## src/rtl/sd_raster_pkg.sv

```systemverilog
package sd_raster_pkg;
  parameter int CW = 11;
  typedef logic [CW-1:0] cnt_t;

  typedef struct packed {
    cnt_t frame_len;
    cnt_t f2_start;
    cnt_t line_width;
    cnt_t act_start;
    cnt_t act_width;
    cnt_t act_height;
    cnt_t line_off;
  } raster_cfg_t;

  // Built-in broadcast rasters.
  function automatic raster_cfg_t std_cfg(input logic is_625);
    raster_cfg_t c;
    if (is_625) begin
      c.frame_len  = cnt_t'(625);
      c.f2_start   = cnt_t'(311);
      c.line_width = cnt_t'(864);
      c.act_start  = cnt_t'(144);
      c.act_width  = cnt_t'(720);
      c.act_height = cnt_t'(288);
      c.line_off   = cnt_t'(23);
    end else begin
      c.frame_len  = cnt_t'(525);
      c.f2_start   = cnt_t'(264);
      c.line_width = cnt_t'(858);
      c.act_start  = cnt_t'(138);
      c.act_width  = cnt_t'(720);
      c.act_height = cnt_t'(240);
      c.line_off   = cnt_t'(20);
    end
    return c;
  endfunction
endpackage

```

## src/rtl/sd_raster_cfg_sel.sv

```systemverilog
module sd_raster_cfg_sel
  import sd_raster_pkg::*;
(
  input  logic        mode_625,
  input  logic        cfg_override,
  input  raster_cfg_t cfg_custom,
  output raster_cfg_t cfg_sel
);
  raster_cfg_t std_c;

  always_comb begin
    std_c   = std_cfg(mode_625);
    cfg_sel = cfg_override ? cfg_custom : std_c;
  end
endmodule

```

## src/rtl/sd_raster_counter.sv

```systemverilog
module sd_raster_counter
  import sd_raster_pkg::*;
(
  input  logic clk,
  input  logic rst_n,
  input  cnt_t line_width,
  input  cnt_t frame_len,
  output cnt_t hc_q,
  output cnt_t vc_q,
  output cnt_t hc_nxt,
  output cnt_t vc_nxt,
  output logic frame_end
);
  logic line_end;

  always_comb begin
    line_end  = (hc_q == cnt_t'(line_width - cnt_t'(1)));
    frame_end = line_end && (vc_q == frame_len);
    if (!rst_n || frame_end) begin
      hc_nxt = '0;
      vc_nxt = cnt_t'(1);
    end else if (line_end) begin
      hc_nxt = '0;
      vc_nxt = cnt_t'(vc_q + cnt_t'(1));
    end else begin
      hc_nxt = cnt_t'(hc_q + cnt_t'(1));
      vc_nxt = vc_q;
    end
  end

  always_ff @(posedge clk) begin
    hc_q <= hc_nxt;
    vc_q <= vc_nxt;
  end
endmodule

```

## src/rtl/sd_raster_decode.sv

```systemverilog
module sd_raster_decode
  import sd_raster_pkg::*;
#(
  parameter int HSYNC_W     = 64,
  parameter int VSYNC_LINES = 3
)(
  input  cnt_t        hc,
  input  cnt_t        vc,
  input  raster_cfg_t cfg,
  output logic        hsync,
  output logic        vsync,
  output logic        field,
  output logic        active
);
  localparam int EW = CW + 1;
  typedef logic [EW-1:0] ext_t;

  ext_t hc_e, vc_e;
  logic [1:0] vs_hit;
  logic [1:0] va_hit;
  logic       h_act;

  assign hc_e = {1'b0, hc};
  assign vc_e = {1'b0, vc};

  // One sync window and one active window per field.
  for (genvar g = 0; g < 2; g++) begin : g_field
    ext_t vs_base, va_base;
    if (g == 0) begin : g_f1
      assign vs_base = ext_t'(1);
      assign va_base = {1'b0, cfg.line_off};
    end else begin : g_f2
      assign vs_base = {1'b0, cfg.f2_start};
      assign va_base = ext_t'({1'b0, cfg.f2_start} + {1'b0, cfg.line_off});
    end
    assign vs_hit[g] = (vc_e >= vs_base) &&
                       (vc_e < ext_t'(vs_base + ext_t'(VSYNC_LINES)));
    assign va_hit[g] = (vc_e >= va_base) &&
                       (vc_e < ext_t'(va_base + {1'b0, cfg.act_height}));
  end

  always_comb begin
    h_act  = (hc_e >= {1'b0, cfg.act_start}) &&
             (hc_e < ext_t'({1'b0, cfg.act_start} + {1'b0, cfg.act_width}));
    hsync  = hc_e < ext_t'(HSYNC_W);
    vsync  = |vs_hit;
    field  = vc_e >= {1'b0, cfg.f2_start};
    active = h_act && (|va_hit);
  end
endmodule

```

## src/rtl/sd_raster_gen.sv

```systemverilog
module sd_raster_gen
  import sd_raster_pkg::*;
#(
  parameter int HSYNC_W     = 64,
  parameter int VSYNC_LINES = 3
)(
  input  logic          clk,
  input  logic          rst_n,
  input  logic          mode_625,
  input  logic          cfg_override,
  input  logic [CW-1:0] cfg_frame_len,
  input  logic [CW-1:0] cfg_f2_start,
  input  logic [CW-1:0] cfg_line_width,
  input  logic [CW-1:0] cfg_act_start,
  input  logic [CW-1:0] cfg_act_width,
  input  logic [CW-1:0] cfg_act_height,
  input  logic [CW-1:0] cfg_line_off,
  output logic          hsync,
  output logic          vsync,
  output logic          field,
  output logic          active,
  output logic [CW-1:0] pix_x,
  output logic [CW-1:0] pix_y
);
  raster_cfg_t cfg_custom, cfg_sel, cfg_q, cfg_nxt;
  cnt_t        hc_q, vc_q, hc_nxt, vc_nxt;
  logic        frame_end;
  logic        d_hs, d_vs, d_fld, d_act;

  assign cfg_custom = '{frame_len:  cfg_frame_len,  f2_start:   cfg_f2_start,
                        line_width: cfg_line_width, act_start:  cfg_act_start,
                        act_width:  cfg_act_width,  act_height: cfg_act_height,
                        line_off:   cfg_line_off};

  sd_raster_cfg_sel u_sel (
    .mode_625     (mode_625),
    .cfg_override (cfg_override),
    .cfg_custom   (cfg_custom),
    .cfg_sel      (cfg_sel)
  );

  sd_raster_counter u_cnt (
    .clk        (clk),
    .rst_n      (rst_n),
    .line_width (cfg_q.line_width),
    .frame_len  (cfg_q.frame_len),
    .hc_q       (hc_q),
    .vc_q       (vc_q),
    .hc_nxt     (hc_nxt),
    .vc_nxt     (vc_nxt),
    .frame_end  (frame_end)
  );

  // The configuration is captured only at a frame boundary or on reset.
  assign cfg_nxt = (!rst_n || frame_end) ? cfg_sel : cfg_q;

  sd_raster_decode #(.HSYNC_W(HSYNC_W), .VSYNC_LINES(VSYNC_LINES)) u_dec (
    .hc     (hc_nxt),
    .vc     (vc_nxt),
    .cfg    (cfg_nxt),
    .hsync  (d_hs),
    .vsync  (d_vs),
    .field  (d_fld),
    .active (d_act)
  );

  // Decoding the next count keeps every output aligned with pix_x and pix_y.
  always_ff @(posedge clk) begin
    cfg_q  <= cfg_nxt;
    hsync  <= d_hs;
    vsync  <= d_vs;
    field  <= d_fld;
    active <= d_act;
  end

  assign pix_x = hc_q;
  assign pix_y = vc_q;
endmodule

```

## config.mk

```make
export PLATFORM = sky130hd
export DESIGN_NAME = sd_raster_gen
export DESIGN_NICKNAME = d
export VERILOG_FILES = /design/src/rtl/sd_raster_pkg.sv /design/src/rtl/sd_raster_cfg_sel.sv /design/src/rtl/sd_raster_counter.sv /design/src/rtl/sd_raster_decode.sv /design/src/rtl/sd_raster_gen.sv
export SDC_FILE = /design/constraint.sdc
export NUM_CORES = 1
export LEC_CHECK = 0
export BUFFER_PORTS_ARGS = -buffer_cell sky130_fd_sc_hd__buf_2
export CAP_MARGIN = 10
export CORE_MARGIN = 1.5
export CORE_UTILIZATION = 50
export CTS_BUF_LIST = sky130_fd_sc_hd__clkbuf_16
export CTS_CLUSTER_DIAMETER = 80
export DETAILED_ROUTE_END_ITERATION = 16
export GPL_ROUTABILITY_DRIVEN = 0
export MAX_ROUTING_LAYER = met4
export PLACE_DENSITY = 0.73
export SETUP_SLACK_MARGIN = 0.1
export SLEW_MARGIN = 20
export SYNTH_ARGS = -nofsm -noshare
export SYNTH_HDL_FRONTEND = slang
export SYNTH_SLANG_ARGS = --single-unit
```

## constraint.sdc

```tcl
create_clock -name clk -period 7.5 [get_ports clk]
set_clock_uncertainty 0.2 [all_clocks]
set_input_delay 1.5 -clock clk [delete_from_list [all_inputs] [get_ports clk]]
set_output_delay 1.5 -clock clk [all_outputs]
set_load 0.01 [all_outputs]
```

==> flow_metrics.py <==
metrics = {
    "power_and_ir_drop": {
        "peakVddDrop_mv": 0.120,
        "finalPower_w": 0.00194,
        "power.leakage_nw": 5.21,
        "powerDensity_nw_per_um2": 180,
    },
    "floorplanning": {
        "dieArea_um2": 18000,
        "initial_core_util": 0.515,
        "ios": 107,
        "die_h_um": 134,
        "die_x_um": 134,
        "core-area_um2": 16700,
        "fp-row-count": 47,
    },
    "timing": {
        "whs_ps": 246,
        "finalCritPeriodShare": 1.01,
        "hold_viol_final": 0,
        "setup_tns_ps": -78.8,
        "worstMarginPinSlew_ps": 995,
        "maxSlewHeadroom": 0.330,
        "rsz0062_at_grt": "true",
        "drv_slew": 0,
        "setup_violations": 1,
        "fmax_ghz": 0.132,
        "fin_crit_ps": 7580,
        "setup_slack_ps": -78.8,
    },
    "synth": {
        "synth-edff-count": 22,
        "synth_area_leaders": "ha_1 19%, dfxtp_1 19%, edfxtp_1 7.7%",
        "synthesis.area_um2": 8600,
        "syn-num-nets": 1237,
        "ys_types": 62,
        "synthFlopType": "dfxtp_1",
        "ys_top_cells_by_count": "130 x ha_1, 90 x nand2_1, 81 x dfxtp_1",
        "postSynthAreaPerCell_um2": 8.40,
        "ys_warn_count": 0,
        "async_reset_ff_frac": 0,
        "post-synth-top-area-cell": "ha_1",
        "netlist_instances": 1024,
        "yosysMostFrequentCell": "ha_1",
        "ys_seq_area_frac": 0.265,
        "netlist.area_leader.share": 0.189,
        "ys_ff_latch": 103,
    },
    "clock_network": {
        "clk_latency_ps": 360,
        "numCtsBuffers": 9,
        "htreeDepth": 3,
        "cts_buffer_depth": 2,
        "cts_tree": "yes",
        "cts_sinks": 103,
        "path_clk_slew_ps": 70,
        "root_buffer": "clkbuf_16",
        "cts_hold_buf": 0,
    },
    "worst_setup_path": {
        "crit_path_max_fanout": 7,
        "cp.required_ps": 7590,
        "crit_slowest_cell": "o41a_4",
        "rrSetupSlack_ps": -80,
        "critPathLaunch": "cfg_q[48]",
        "crit_top_cell": "a21o_1",
        "criticalPathCategory": "reg2reg",
        "worstPathArrival_ps": 7670,
        "cp-end-kind": "flip-flop",
        "worst-r2r-cell-count": 30,
        "reg2reg_from": "cfg_q[48]",
        "cpPeakStageDelay_ps": 600,
        "reg2reg_to": "active",
        "crit_end": "active",
        "crit_path_start_kind": "flip-flop",
    },
    "detailed_routing": {
        "drc": 0,
        "wl_per_cell_um": 19.6,
        "antenna_left": 0,
        "drt-total-wl_um": 27500,
        "vias": 8427,
        "first_pass_iters": 6,
        "drt_iter0_drc": 601,
        "viasPerCell": 6.00,
    },
    "final_layout": {
        "syn_to_final_growth_pct": 24.9,
        "stdcell_count": 1405,
        "drive_gt1_frac": 0.237,
        "antenna_cells": 0,
        "nets": 1393,
    },
    "placement": {
        "place_inst": 1359,
        "port_buffers": 106,
        "hpwlAfterDp_um": 19200,
        "pre_cts_ws_ps": -219,
    },
    "global_routing": {
        "grt_pass1_wl_um": 38600,
        "grt_pass1_vias": 7648,
        "grt_max_degree": 55,
        "grt-ovfl-total": 0,
        "grt_usage": 0.280,
        "antenna_found_initial": 0,
    },
    "status": {
        "failed_checks": "negative setup slack",
        "status": "complete, but fails checks",
    },
    "hold_path": {
        "min_path_type": "reg2reg",
    },
    "run": {
        "maxCapViolations": 0,
    },
}
state kept, by name, summed over array words and instances, names as in the netlist:
signal / count
field: 1
u_cnt.vc_q: 11
active: 1
u_cnt.hc_q: 11
hsync: 1
cfg_q: 77
vsync: 1
logic make-up after synthesis:
kind of cell | after synthesis | share of synthesized area
mux | 15 | 0.0183
fa+ha+maj | 137 | 0.200
buf+inv | 108 | 0.0497
flops | 103 | 0.265
compound gates | 234 | 0.176
xor+xnor | 100 | 0.103
simple gates | 327 | 0.188
area by class of cell:
class | count | area (um2)
multi-input cells | 813 | 6470
well taps | 220 | 275
clock inverters | 7 | 41.3
inverters | 74 | 290
fillers | 1362 | 5950
clock buffers | 9 | 225
repair inverters | 2 | 17.5
flip-flops and latches | 103 | 2280
repair buffers | 177 | 1150
worst max-delay path, delay by kind of cell, from the launching register on:
kind / cells / cell delay, ps
AOI/OAI and AO/OA: 14 / 3200
xor gates and xnor gates: 2 / 290
adders and majority gates: 3 / 810
buffers and inverters: 3 / 440
DFF: 1 / 390
muxes: 1 / 250
and+or+nand+nor: 7 / 1910
layout by cell type, fill, tap and decap left out, drive strengths merged, types with 12 or more instances in the layout:
master  netlist  layout
and3         20      20
xnor2        53      53
nor2b        17      17
a21oi        78      78
mux2i        12      12
a21o         30      30
o21a         21      21
xor2         46      46
nand3        36      36
or3          12      12
ha          130     130
o21ai        39      39
and2         13      13
nand2b       18      18
inv          74      77
dfxtp        81      81
nor2         68      68
edfxtp       22      22
buf           4     175
nor3         20      20
a31oi        13      13
nand4        12      12
nand2        90      90
how the worst min path moves through the flow:
stage	from	end	slack (ps)	depth (start not counted)
6_report	cfg_q[25]	cfg_q[25]	250	2
5_1_grt	cfg_q[25]	cfg_q[25]	280	2
4_1_cts	cfg_q[25]	cfg_q[25]	260	2
3_5_place_dp	cfg_q[25]	cfg_q[25]	240	2
3_3_place_gp	cfg_q[22]	cfg_q[22]	230	2
2_1_floorplan	cfg_q[22]	cfg_q[22]	220	2
power breakdown:
group | total (W) | internal (W) | switching (W)
Clock | 0.000444 | 0.000223 | 0.000221
Sequential | 0.000626 | 0.000603 | 0.0000231
Combinational | 0.000869 | 0.000393 | 0.000476
Total | 0.00194 | 0.00122 | 0.000720
repair_timing:
action	4_1_cts	5_1_grt
pin swaps	4	52
buffers inserted	1	26
setup endpoints to repair	1	1
resized for setup	13	93
gates cloned	0	3
routing by layer:
| layer | track usage | wire, um |
|---|---|---|
| met5 | - | 0 |
| met1 | 0.354 | 11100 |
| met2 | 0.452 | 12600 |
| met3 | 0.0431 | 2080 |
| met4 | 0.106 | 1800 |
stage by stage:
| stage | utilization | cell area, um2 |
|---|---|---|
| 3_3_place_gp | 0.578 | 9660 |
| 6_report | 0.643 | 10700 |
| 4_1_cts | 0.599 | 10000 |
| 2_1_floorplan | - | 8690 |
| 3_5_place_dp | 0.578 | 9660 |
| 5_1_grt | 0.643 | 10700 |
Note: power is estimated with default switching activity, not from simulation.
